[src/rtl/pte_gate_pkg.sv]
package pte_gate_pkg;
    localparam int PTE_W    = 64;
    localparam int PERM_W   = 3;
    localparam int CAUSE_W  = 2;

    // Entry field positions
    localparam int BIT_X    = 0;
    localparam int BIT_W    = 1;
    localparam int BIT_R    = 2;
    localparam int BIT_PRIV = 3;
    localparam int ATT_LO   = 4;
    localparam int ATT_HI   = 5;
    localparam int BIT_CHG  = 7;
    localparam int BIT_REF  = 8;

    localparam logic [1:0] ATT_NIO = 2'd2;

    // Rights vector positions
    localparam int P_R = 2;
    localparam int P_W = 1;
    localparam int P_X = 0;

    // Fault cause values
    localparam logic [CAUSE_W-1:0] CAUSE_NONE   = 2'd0;
    localparam logic [CAUSE_W-1:0] CAUSE_NOEXEC = 2'd1;
    localparam logic [CAUSE_W-1:0] CAUSE_PROT   = 2'd2;

    typedef enum logic [1:0] {
        ACC_LOAD  = 2'd0,
        ACC_STORE = 2'd1,
        ACC_FETCH = 2'd2,
        ACC_RSVD  = 2'd3
    } acc_e;

    typedef enum logic [1:0] {
        ST_IDLE  = 2'd0,
        ST_EVAL  = 2'd1,
        ST_WRITE = 2'd2,
        ST_DONE  = 2'd3
    } seq_e;
endpackage

[src/rtl/pte_perm_eval.sv]
module pte_perm_eval
    import pte_gate_pkg::*;
(
    input  logic [PERM_W-1:0]  rights,
    input  logic               priv_pg,
    input  logic [1:0]         attr,
    input  acc_e               acc,
    input  logic               cpu_user,
    input  logic               idx_user,
    input  logic               part_scoped,
    input  logic [PERM_W-1:0]  amr_perm,
    output logic [PERM_W-1:0]  grant,
    output logic               fault,
    output logic [CAUSE_W-1:0] cause
);
    logic [PERM_W-1:0] raw;
    logic [PERM_W-1:0] need;
    logic              nio_fetch;

    assign nio_fetch = (attr == ATT_NIO) && (acc == ACC_FETCH);

    always_comb begin
        if (!part_scoped && priv_pg && cpu_user)
            raw = '0;
        else if (idx_user || priv_pg || part_scoped)
            raw = rights;
        else
            raw = rights & amr_perm;
    end

    always_comb begin
        need = '0;
        unique case (acc)
            ACC_STORE: need[P_W] = 1'b1;
            ACC_FETCH: need[P_X] = 1'b1;
            ACC_LOAD,
            ACC_RSVD:  need[P_R] = 1'b1;
        endcase
    end

    always_comb begin
        fault = 1'b0;
        cause = CAUSE_NONE;
        grant = '0;
        if (nio_fetch) begin
            fault = 1'b1;
            cause = CAUSE_NOEXEC;
        end else if ((need & ~raw) != '0) begin
            fault = 1'b1;
            cause = (acc == ACC_FETCH) ? CAUSE_NOEXEC : CAUSE_PROT;
        end else begin
            grant = raw;
            if (acc != ACC_STORE)
                grant[P_W] = 1'b0;
        end
    end


    always_comb begin
        cause_onehot_chk: assert ($onehot0(cause))
            else $error("cause has more than one bit set");
    end
endmodule

[src/rtl/pte_rc_merge.sv]
module pte_rc_merge
    import pte_gate_pkg::*;
(
    input  logic [PTE_W-1:0] entry,
    input  acc_e             acc,
    input  logic             fault,
    output logic [PTE_W-1:0] merged,
    output logic             changed
);
    always_comb begin
        merged = entry;
        if (!fault) begin
            merged[BIT_REF] = 1'b1;
            if (acc == ACC_STORE)
                merged[BIT_CHG] = 1'b1;
        end
    end

    assign changed = (merged != entry);
endmodule

[src/rtl/pte_wb_seq.sv]
module pte_wb_seq
    import pte_gate_pkg::*;
(
    input  logic clk,
    input  logic rst_n,
    input  logic start,
    input  logic need_wb,
    input  logic wb_ack,
    output logic cap_en,
    output logic res_en,
    output logic wb_req,
    output logic done
);
    seq_e state, state_nx;

    always_ff @(posedge clk or negedge rst_n) begin
        if (!rst_n) state <= ST_IDLE;
        else        state <= state_nx;
    end

    always_comb begin
        state_nx = state;
        unique case (state)
            ST_IDLE:  if (start)  state_nx = ST_EVAL;
            ST_EVAL:  state_nx = need_wb ? ST_WRITE : ST_DONE;
            ST_WRITE: if (wb_ack) state_nx = ST_DONE;
            ST_DONE:  state_nx = ST_IDLE;
        endcase
    end

    always_comb begin
        cap_en = (state == ST_IDLE) && start;
        res_en = (state == ST_EVAL);
        wb_req = (state == ST_WRITE);
        done   = (state == ST_DONE);
    end


    req_hold_chk: assert property (@(posedge clk) disable iff (!rst_n)
        wb_req && !wb_ack |=> wb_req)
        else $error("write request dropped before ack");


    done_after_ack_chk: assert property (@(posedge clk) disable iff (!rst_n)
        wb_req && wb_ack |=> done && !wb_req)
        else $error("done did not follow ack");


    done_pulse_chk: assert property (@(posedge clk) disable iff (!rst_n)
        done |=> !done)
        else $error("done longer than one cycle");
endmodule

[src/rtl/pte_access_gate.sv]
module pte_access_gate
    import pte_gate_pkg::*;
#(
    parameter int PA_W = 52
) (
    input  logic                clk,
    input  logic                rst_n,
    input  logic                start,
    input  logic [PTE_W-1:0]    pte_in,
    input  logic [PA_W-1:0]     pte_addr,
    input  logic [1:0]          acc_type,
    input  logic                cpu_user,
    input  logic                idx_user,
    input  logic                part_scoped,
    input  logic [PERM_W-1:0]   amr_perm,
    input  logic                guest_visible,
    input  logic                wb_ack,
    output logic                wb_req,
    output logic [PA_W-1:0]     wb_addr,
    output logic [PTE_W-1:0]    wb_data,
    output logic                done,
    output logic                fault,
    output logic [CAUSE_W-1:0]  fault_cause,
    output logic [PERM_W-1:0]   grant_perm,
    output logic [PTE_W-1:0]    upd_pte
);
    // Captured request
    logic [PTE_W-1:0]  ent_q;
    logic [PA_W-1:0]   addr_q;
    acc_e              acc_q;
    logic              cu_q, iu_q, ps_q, gv_q;
    logic [PERM_W-1:0] amr_q;

    // Evaluation results
    logic [PERM_W-1:0]  grant_c;
    logic               fault_c;
    logic [CAUSE_W-1:0] cause_c;
    logic [PTE_W-1:0]   merged_c;
    logic               changed_c;
    logic               need_wb;
    logic               cap_en, res_en;

    always_ff @(posedge clk or negedge rst_n) begin
        if (!rst_n) begin
            ent_q  <= '0;
            addr_q <= '0;
            acc_q  <= ACC_LOAD;
            cu_q   <= 1'b0;
            iu_q   <= 1'b0;
            ps_q   <= 1'b0;
            gv_q   <= 1'b0;
            amr_q  <= '0;
        end else if (cap_en) begin
            ent_q  <= pte_in;
            addr_q <= pte_addr;
            acc_q  <= acc_e'(acc_type);
            cu_q   <= cpu_user;
            iu_q   <= idx_user;
            ps_q   <= part_scoped;
            gv_q   <= guest_visible;
            amr_q  <= amr_perm;
        end
    end

    pte_perm_eval u_eval (
        .rights      ({ent_q[BIT_R], ent_q[BIT_W], ent_q[BIT_X]}),
        .priv_pg     (ent_q[BIT_PRIV]),
        .attr        (ent_q[ATT_HI:ATT_LO]),
        .acc         (acc_q),
        .cpu_user    (cu_q),
        .idx_user    (iu_q),
        .part_scoped (ps_q),
        .amr_perm    (amr_q),
        .grant       (grant_c),
        .fault       (fault_c),
        .cause       (cause_c)
    );

    pte_rc_merge u_merge (
        .entry   (ent_q),
        .acc     (acc_q),
        .fault   (fault_c),
        .merged  (merged_c),
        .changed (changed_c)
    );

    assign need_wb = changed_c && !fault_c && gv_q;

    pte_wb_seq u_seq (
        .clk     (clk),
        .rst_n   (rst_n),
        .start   (start),
        .need_wb (need_wb),
        .wb_ack  (wb_ack),
        .cap_en  (cap_en),
        .res_en  (res_en),
        .wb_req  (wb_req),
        .done    (done)
    );

    always_ff @(posedge clk or negedge rst_n) begin
        if (!rst_n) begin
            fault       <= 1'b0;
            fault_cause <= CAUSE_NONE;
            grant_perm  <= '0;
            upd_pte     <= '0;
        end else if (res_en) begin
            fault       <= fault_c;
            fault_cause <= cause_c;
            grant_perm  <= grant_c;
            upd_pte     <= merged_c;
        end
    end

    assign wb_addr = addr_q;
    assign wb_data = upd_pte;


    wb_stable_chk: assert property (@(posedge clk) disable iff (!rst_n)
        wb_req && !wb_ack |=> $stable(wb_addr) && $stable(wb_data))
        else $error("write-back address or data moved while waiting");


    no_wb_on_fault_chk: assert property (@(posedge clk) disable iff (!rst_n)
        wb_req |-> !fault && gv_q)
        else $error("write-back with fault or hidden guest");


    no_write_grant_chk: assert property (@(posedge clk) disable iff (!rst_n)
        done && (acc_q != ACC_STORE) |-> !grant_perm[P_W])
        else $error("write right granted to a non-store");


    ref_set_chk: assert property (@(posedge clk) disable iff (!rst_n)
        done && !fault |-> upd_pte[BIT_REF])
        else $error("referenced bit missing after passing check");


    wb_differs_chk: assert property (@(posedge clk) disable iff (!rst_n)
        wb_req |-> (wb_data != ent_q))
        else $error("write-back of an unchanged entry");
endmodule

[config.mk]
export PLATFORM = sky130hd
export DESIGN_NAME = pte_access_gate
export DESIGN_NICKNAME = d
export VERILOG_FILES = /design/src/rtl/pte_gate_pkg.sv /design/src/rtl/pte_perm_eval.sv /design/src/rtl/pte_rc_merge.sv /design/src/rtl/pte_wb_seq.sv /design/src/rtl/pte_access_gate.sv
export SDC_FILE = /design/constraint.sdc
export NUM_CORES = 1
export LEC_CHECK = 0
export BUFFER_PORTS_ARGS = -buffer_cell sky130_fd_sc_hd__buf_2
export CORE_MARGIN = 2
export CORE_UTILIZATION = 50
export CTS_CLUSTER_DIAMETER = 120
export CTS_CLUSTER_SIZE = 28
export DETAILED_ROUTE_END_ITERATION = 7
export PLACE_DENSITY_LB_ADDON = 0.08
export SLEW_MARGIN = 20
export SYNTH_ARGS = -nofsm -noshare
export SYNTH_HDL_FRONTEND = slang
export SYNTH_HIERARCHICAL = 1
export SYNTH_SLANG_ARGS = --single-unit
[constraint.sdc]
create_clock -name clk -period 2.6 [get_ports clk]
set_clock_uncertainty 0.1 [all_clocks]
set_input_delay 0 -clock clk [delete_from_list [all_inputs] [get_ports clk]]
set_output_delay 0 -clock clk [all_outputs]
set_load 0.02 [all_outputs]
==> out/summary.json, run 1 <==
{
  "vdd.ir_drop.worst": {"value": 0.0006568, "unit": "V"},
  "layout.cells.most_common_list": {"value": "sky130_fd_sc_hd__buf_2, sky130_fd_sc_hd__dfrtp_1, sky130_fd_sc_hd__mux2_2"},
  "ant_nets": {"value": 0},
  "fin_worst_hold_slack": {"value": 0.03144, "unit": "ns"},
  "worstSkewPairLatency": {"value": 0.42, "unit": "ns"},
  "avgSynthCellArea": {"value": 14.85, "unit": "sq um"},
  "r2r-start": {"value": "ent_q[3]"},
  "most_common_cell_after_layout_fill_and_taps_aside": {"value": "sky130_fd_sc_hd__buf_2"},
  "post_synth_instance_area": {"value": 8807, "unit": "sq um"},
  "fin_setup_tns": {"value": 0, "unit": "ns"},
  "setup.worst_path.class": {"value": "reg2reg"},
  "timing.critical_path.slowest_stage_cell": {"value": "sky130_fd_sc_hd__dfrtp_1"},
  "critical_path.max_stage_delay": {"value": 0.47, "unit": "ns"},
  "die_w": {"value": 136.7, "unit": "um"},
  "timing.max_cap.violations": {"value": 0},
  "fill_cells": {"value": 1251},
  "die_height": {"value": 136.7, "unit": "um"},
  "routedWlPerCell": {"value": 16.63, "unit": "um"},
  "synthesis.nets": {"value": 729},
  "clock_sinks": {"value": 197},
  "ios": {"value": 317},
  "cp-end-kind": {"value": "flip-flop"},
  "crit_path_cell_trace": {"value": "a21bo_2, o211ai_1, o221ai_4, or2_1, o22ai_1, and3b_1, nor2b_1, o41ai_1, o31ai_1"},
  "num_vias": {"value": 5515},
  "seq_power_share": {"value": 36.2, "unit": "%"},
  "maximum_number_of_pins_on_one_net_before_global_route_repair": {"value": 70},
  "crit_arrival": {"value": 2.53, "unit": "ns"},
  "fin_nets": {"value": 1052},
  "synth.ff_latch_count": {"value": 197},
  "post_cts_sizing_count": {"value": 0},
  "p_clk_share": {"value": 16.8, "unit": "%"},
  "signed_area_change_from_the_synthesized_netlist_to_the_final_layout": {"value": 31.41, "unit": "%"},
  "sw_frac_of_total": {"value": 38.27, "unit": "%"},
  "relative_slew_slack": {"value": 62.49, "unit": "%"},
  "cts_tree": {"value": "yes"},
  "dieArea": {"value": 18690, "unit": "sq um"},
  "starting_utilization_of_the_core_area": {"value": 51.10, "unit": "%"},
  "ff2ff_setup_slack": {"value": 0.26, "unit": "ns"},
  "switchingPower": {"value": 0.006029, "unit": "W"},
  "seq_area_frac_synth": {"value": 55.97, "unit": "%"},
  "core_area": {"value": 17240, "unit": "sq um"},
  "grt_pass1_wl": {"value": 29960, "unit": "um"},
  "firstDrtPassIters": {"value": 4},
  "routed_via_density": {"value": 4.791},
  "grt_remaining_overflow": {"value": 0},
  "tritoncts.num_buffers": {"value": 17},
  "worstHoldPathType": {"value": "in2async"},
  "numPortBuffers": {"value": 316},
  "crit_start": {"value": "ent_q[3]"},
  "internal-power": {"value": 0.009724, "unit": "W"},
  "clock_transition_at_the_register_clock_pins_on_the_worst_setup_and_hold_paths_after_cts": {"value": 0.07, "unit": "ns"},
  "groute.usage.overall": {"value": 20.74, "unit": "%"},
  "insertedDiodeCount": {"value": 0},
  "cp.buffers_inverters": {"value": 0},
  "ys_types": {"value": 33},
  "antenna_found_initial": {"value": 0},
  "finalWorstPathRequiredPeriod": {"value": 2.335, "unit": "ns"},
  "number_of_global_route_vias_before_repair": {"value": 5877},
  "cts_root_buf": {"value": "sky130_fd_sc_hd__clkbuf_16"},
  "place.gp.congestion": {"value": 0.7775},
  "cts_max_path_buffers": {"value": 2},
  "drc_errors": {"value": 0},
  "power_density": {"value": 1361, "unit": "nW/um^2"},
  "timing.final.max_slew_violations": {"value": 0},
  "run_status": {"value": "finished clean"},
  "cts_htree_levels": {"value": 4},
  "worst_setup_path_start_kind": {"value": "flip-flop"},
  "placementRows": {"value": 48},
  "max_clock_freq": {"value": 428.2, "unit": "MHz"},
  "hold_viol_final": {"value": 0},
  "rsz_0062_raised_after_global_routing": {"value": "false"},
  "worst_path_dominant_cell_family": {"value": "compound AO/OA/AOI/OAI gates"},
  "setup_viol": {"value": 0},
  "yosysWarningCount": {"value": 6},
  "worst-endpoint-required": {"value": 2.80, "unit": "ns"},
  "worst-path-stages": {"value": 9},
  "drive_gt1_share": {"value": 60.15, "unit": "%"},
  "detailed_place_hpwl": {"value": 12740, "unit": "um"},
  "syn_inst": {"value": 593},
  "ff2ff_path_depth": {"value": 9},
  "leakagePower": {"value": 5.587, "unit": "nW"},
  "cp_max_fo": {"value": 9},
  "timing.critical_path.to": {"value": "u_seq/state[0]"},
  "logic_gate_share_of_total_power": {"value": 47.0, "unit": "%"},
  "drt-total-wl": {"value": 19140, "unit": "um"},
  "crit-reg2reg-capture": {"value": "u_seq/state[0]"},
  "worst-slew-pin-transition": {"value": 0.5626, "unit": "ns"},
  "drt_iter0_drc": {"value": 122},
  "post-route-period-util": {"value": 89.82, "unit": "%"}
}
routing by layer:
layer / vias to the layer above / GRT usage [%] / wire [um]
met5: - / 0 / 0
met4: 0 / 6.887 / 308
met3: 26 / 6.037 / 1246
met2: 198 / 35.97 / 9778
met1: 2755 / 24.75 / 7805
li1: 2536 / - / -
timing repair:
item	CTS	global route
setup buffers	0	0
hold endpoints to repair	324	0
hold buffers	128	0
Yosys cell counts:
cell type / number / area, sq um
sky130_fd_sc_hd__dfrtp_1: 197 / 4930
sky130_fd_sc_hd__mux2_2: 145 / 1633
sky130_fd_sc_hd__buf_4: 126 / 945.9
sky130_fd_sc_hd__mux2_4: 51 / 765.7
sky130_fd_sc_hd__buf_2: 15 / 75.07
sky130_fd_sc_hd__buf_6: 7 / 78.83
sky130_fd_sc_hd__ha_1: 7 / 87.58
sky130_fd_sc_hd__inv_1: 6 / 22.52
sky130_fd_sc_hd__nand2_1: 5 / 18.77
sky130_fd_sc_hd__a21oi_1: 3 / 15.01
sky130_fd_sc_hd__nand2b_1: 3 / 18.77
sky130_fd_sc_hd__nor2b_1: 3 / 18.77
sky130_fd_sc_hd__nor3_1: 3 / 15.01
sky130_fd_sc_hd__nor2_1: 2 / 7.510
sky130_fd_sc_hd__or3_1: 2 / 12.51
sky130_fd_sc_hd__a21bo_2: 1 / 10.01
sky130_fd_sc_hd__and2_1: 1 / 6.260
sky130_fd_sc_hd__and2_2: 1 / 7.510
sky130_fd_sc_hd__and3_2: 1 / 7.510
sky130_fd_sc_hd__and3b_1: 1 / 8.760
sky130_fd_sc_hd__nor2b_4: 1 / 13.76
sky130_fd_sc_hd__o2111a_2: 1 / 12.51
sky130_fd_sc_hd__o211ai_1: 1 / 7.510
sky130_fd_sc_hd__o21ai_0: 1 / 5.000
sky130_fd_sc_hd__o21ai_1: 1 / 5.000
sky130_fd_sc_hd__o21bai_1: 1 / 7.510
sky130_fd_sc_hd__o221ai_4: 1 / 26.28
sky130_fd_sc_hd__o22ai_1: 1 / 6.260
sky130_fd_sc_hd__o31ai_1: 1 / 7.510
sky130_fd_sc_hd__o41ai_1: 1 / 8.760
sky130_fd_sc_hd__or2_1: 1 / 6.260
sky130_fd_sc_hd__or2_4: 1 / 8.760
sky130_fd_sc_hd__or4_1: 1 / 7.510
flip-flops by register name (all words and copies together) (netlist names), 2 cells and up:
signal / count
amr_q: 3
fault_cause: 2
grant_perm: 3
u_seq/state: 2
upd_pte: 64
wb_addr: 52
acc_q: 2
ent_q: 64
worst min path at each step:
| stage | to | slack, ns | depth (start not counted) |
|---|---|---|---|
| after global placement | wb_addr[22] | -0.07 | 1 |
| after floorplan | acc_q[0] | -0.40 | 0 |
| final | wb_addr[25] | 0.03 | 2 |
| after detailed placement | wb_addr[19] | -0.06 | 1 |
| after CTS | wb_addr[25] | 0.03 | 2 |
| after global routing | wb_addr[23] | 0.09 | 2 |
power groups by stage:
stage	combinational, W	sequential, W	clock [W]
floorplan	0.00520	0.00674	0
global placement	0.00717	0.00563	0
detailed placement	0.00729	0.00573	0
CTS	0.00747	0.00570	0.00271
global route	0.00792	0.00592	0.00283
finish	0.00741	0.00570	0.00265
cell families (layout without fill, tap and decap cells):
family	after synthesis	after routing	share of synthesized area, %
muxes	196	196	27.23
AOI/OAI and AO/OA	13	13	1.264
and+or+nand+nor	26	26	1.790
DFF	197	197	55.97
buffers and inverters	154	487	12.74
adders and majority gates	7	7	0.9944
area by class of cell:
class                           instances  area, sq um  share of cell area [%]
Sequential cell                       197         4930                   42.59
Inverter                                6        22.52                  0.1946
Tap cell                              225        281.5                   2.432
Clock buffer                           18        439.2                   3.795
Multi-Input combinational cell        242         2769                   23.92
Timing Repair Buffer                  452         2982                   25.76
Clock inverter                         11        150.1                   1.297
metrics by stage:
stage / total power, W / utilization [%] / setup WS, ns / instances / cell area, sq um
2_1_floorplan: 0.01194 / - / 0.4661 / 593 / 8807
3_3_place_gp: 0.01280 / 56.29 / 0.3523 / 994 / 9703
3_5_place_dp: 0.01302 / 56.29 / 0.2775 / 994 / 9703
4_1_cts: 0.01588 / 67.15 / 0.2645 / 1151 / 11570
5_1_grt: 0.01666 / 67.15 / 0.08755 / 1151 / 11570
6_report: 0.01575 / 67.15 / 0.2647 / 1151 / 11570
Power figures use the tool's default switching activity.
==> run 2: changes to the inputs <==
- CELL_PAD_IN_SITES_DETAIL_PLACEMENT: not set -> 1
- CELL_PAD_IN_SITES_GLOBAL_PLACEMENT: not set -> 2
- CORE_UTILIZATION: 50 -> 32
- SYNTH_HIERARCHICAL: 1 -> not set
- TNS_END_PERCENT: not set -> 30
==> run 2 against run 1 <==
Effect of this change: first-iteration DRC count is 1.6% higher; critical path type unchanged; sequential share of layout area is 0.26 points higher; non-clock buffer count stayed put; cell area is 0.62% lower; count of clock-buffer cells in the layout is 1 higher; global-route usage is 5.3 points lower; hold slack worse by 0.0041 ns; via count hardly changed; critical path depth is 4 lower; sequential power is 1% lower; clock power hardly changed.
==> out/summary.json, run 2 <==
{
  "synthesis.nets": {"value": 672},
  "routed_via_density": {"value": 4.362},
  "ff2ff_path_depth": {"value": 5},
  "timing.max_cap.violations": {"value": 0},
  "drive_gt1_share": {"value": 59.42, "unit": "%"},
  "die_w": {"value": 162.6, "unit": "um"},
  "most_common_cell_after_layout_fill_and_taps_aside": {"value": "sky130_fd_sc_hd__buf_2"},
  "number_of_global_route_vias_before_repair": {"value": 6067},
  "groute.usage.overall": {"value": 15.44, "unit": "%"},
  "seq_area_frac_synth": {"value": 61.25, "unit": "%"},
  "synth-async-reset-ratio": {"value": 100.0, "unit": "%"},
  "avgSynthCellArea": {"value": 15.02, "unit": "sq um"},
  "antenna_found_initial": {"value": 0},
  "cp_max_fo": {"value": 37},
  "yosysTopAreaCellShare": {"value": 61.25, "unit": "%"},
  "syn_inst": {"value": 536},
  "yosysWarningCount": {"value": 0},
  "starting_utilization_of_the_core_area": {"value": 32.24, "unit": "%"},
  "crit-reg2reg-capture": {"value": "wb_addr[17]"},
  "synth.most_common_cell": {"value": "sky130_fd_sc_hd__dfrtp_1"},
  "worstSkewPairLatency": {"value": 0.43, "unit": "ns"},
  "drt_iter0_drc": {"value": 124},
  "routedWlPerCell": {"value": 15.77, "unit": "um"},
  "finalWorstPathRequiredPeriod": {"value": 2.096, "unit": "ns"},
  "timing.final.max_slew_violations": {"value": 0},
  "synth_enable_flop_cells": {"value": 0},
  "ant_nets": {"value": 0},
  "placementRows": {"value": 58},
  "timing.hold.worst_path_depth": {"value": 3},
  "detailed_place_hpwl": {"value": 13860, "unit": "um"},
  "max_clock_freq": {"value": 477.0, "unit": "MHz"},
  "setup_viol": {"value": 0},
  "ff2ff_setup_slack": {"value": 0.50, "unit": "ns"},
  "ios": {"value": 317},
  "fin_worst_hold_slack": {"value": 0.02736, "unit": "ns"},
  "leakagePower": {"value": 5.498, "unit": "nW"},
  "cts_root_buf": {"value": "sky130_fd_sc_hd__clkbuf_16"},
  "cts_max_path_buffers": {"value": 2},
  "crit_arrival": {"value": 2.32, "unit": "ns"},
  "worstHoldPathType": {"value": "in2reg"},
  "clock_transition_at_the_register_clock_pins_on_the_worst_setup_and_hold_paths_after_cts": {"value": 0.07, "unit": "ns"},
  "cts_htree_levels": {"value": 4},
  "maximum_number_of_pins_on_one_net_before_global_route_repair": {"value": 73},
  "tritoncts.num_buffers": {"value": 17},
  "vdd.ir_drop.worst": {"value": 0.0006181, "unit": "V"},
  "synth.cells.most_frequent": {"value": "sky130_fd_sc_hd__dfrtp_1, sky130_fd_sc_hd__mux2_2, sky130_fd_sc_hd__buf_4"},
  "post_synth_instance_area": {"value": 8049, "unit": "sq um"},
  "relative_slew_slack": {"value": 58.92, "unit": "%"},
  "signed_area_change_from_the_synthesized_netlist_to_the_final_layout": {"value": 42.90, "unit": "%"},
  "worst-endpoint-required": {"value": 2.82, "unit": "ns"},
  "drt-total-wl": {"value": 19930, "unit": "um"},
  "insertedDiodeCount": {"value": 0},
  "setup.worst_path.class": {"value": "reg2reg"},
  "postCtsSetupBuffers": {"value": 0},
  "cts_tree": {"value": "yes"},
  "worst_setup_path_start_kind": {"value": "flip-flop"},
  "ys_types": {"value": 30},
  "synthFlopType": {"value": "sky130_fd_sc_hd__dfrtp_1"},
  "cp-end-kind": {"value": "flip-flop"},
  "rsz_0062_raised_after_global_routing": {"value": "false"},
  "firstDrtPassIters": {"value": 4},
  "post-route-period-util": {"value": 80.63, "unit": "%"},
  "numPortBuffers": {"value": 316},
  "synth.ff_latch_count": {"value": 197},
  "synth_area_leaders": {"value": "sky130_fd_sc_hd__dfrtp_1, sky130_fd_sc_hd__mux2_2, sky130_fd_sc_hd__buf_4"},
  "power_density": {"value": 1323, "unit": "nW/um^2"},
  "layout.cells.most_common_list": {"value": "sky130_fd_sc_hd__buf_2, sky130_fd_sc_hd__dfrtp_1, sky130_fd_sc_hd__mux2_2"},
  "worst-slew-pin-transition": {"value": 0.6161, "unit": "ns"},
  "grt_remaining_overflow": {"value": 0},
  "drc_errors": {"value": 0},
  "run_status": {"value": "finished clean"},
  "place.gp.congestion": {"value": 0.6785},
  "r2r-start": {"value": "u_seq.state[0]"},
  "grt_pass1_wl": {"value": 31860, "unit": "um"},
  "worst_hold_startpoint": {"value": "start"},
  "hold-path-endpoint": {"value": "u_seq.state[1]"},
  "hold_viol_final": {"value": 0},
  "synthDominantAreaCellType": {"value": "sky130_fd_sc_hd__dfrtp_1"},
  "num_vias": {"value": 5514},
  "dieArea": {"value": 26440, "unit": "sq um"},
  "post_cts_sizing_count": {"value": 0},
  "fin_setup_tns": {"value": 0, "unit": "ns"},
  "die_height": {"value": 162.6, "unit": "um"},
  "core_area": {"value": 24960, "unit": "sq um"},
  "fin_nets": {"value": 1057},
  "clock_sinks": {"value": 197}
}
run 2: power breakdown:
part | leakage [nW] | internal, W | switching, W | total (W)
Sequential | 2.34 | 0.00465 | 0.000984 | 0.00564
Combinational | 2.87 | 0.00316 | 0.00380 | 0.00696
Clock | 0.287 | 0.00141 | 0.00121 | 0.00262
Total | 5.50 | 0.00922 | 0.00599 | 0.0152
run 2: cells by family (layout without fill, tap and decap cells):
group,after synthesis,after routing,share of synthesized area [%]
DFF,197,197,61.25
buffers and inverters,102,500,7.866
and+or+nand+nor,21,21,1.337
muxes,188,188,26.29
adders and majority gates,7,7,1.088
AOI/OAI and AO/OA,21,21,2.176
run 2: worst max-delay path, stage by stage (launching register included):
cell,delay [ns]
sky130_fd_sc_hd__dfrtp_1,0.47
sky130_fd_sc_hd__inv_1,0.12
sky130_fd_sc_hd__ha_1,0.26
sky130_fd_sc_hd__nand2_4,0.34
sky130_fd_sc_hd__buf_12,0.28
sky130_fd_sc_hd__mux2_2,0.37
run 2: how the worst max path moves through the flow:
stage	start	endpoint	slack (ns)	cells after the start
global placement	u_seq.state[0]	wb_addr[16]	0.54	5
global route	u_seq.state[0]	ent_q[2]	0.37	5
finish	u_seq.state[0]	wb_addr[17]	0.50	5
detailed placement	u_seq.state[0]	wb_addr[17]	0.47	5
CTS	u_seq.state[0]	ent_q[6]	0.47	5
floorplan	u_seq.state[0]	ent_q[0]	0.64	6
run 2: layout make-up:
| class | instances | area [sq um] |
|---|---|---|
| multi-input combinational | 237 | 2506 |
| inverter | 16 | 60.06 |
| fill | 2639 | 13460 |
| timing repair buffer | 452 | 3004 |
| clock inverter | 13 | 136.4 |
| tap | 330 | 412.9 |
| sequential | 197 | 4930 |
| clock buffer | 19 | 452.9 |
run 2: repair_timing:
item	CTS	global route
endpoints found under the setup margin	0	0
hold endpoints to repair	236	0
hold buffers	127	0
run 2: layer usage:
layer  GRT usage [%]  routed length (um)  up-vias
li1                -                   -     2546
met1           18.89                8359     2768
met2           27.23               10240      183
met3           3.591                1090       17
met4           4.465                 238        0
met5               0                   0        -
run 2: per-stage QoR:
step / instance area, sq um / setup WS, ns / power, W / utilization (%) / cells
after CTS: 11500 / 0.4697 / 0.01548 / 46.08 / 1264
after detailed placement: 9642 / 0.4701 / 0.01262 / 38.62 / 1105
after floorplan: 8049 / 0.6424 / 0.01076 / - / 536
after global placement: 9642 / 0.5438 / 0.01241 / 38.62 / 1105
after global routing: 11500 / 0.3712 / 0.01625 / 46.08 / 1264
final: 11500 / 0.5036 / 0.01521 / 46.08 / 1264
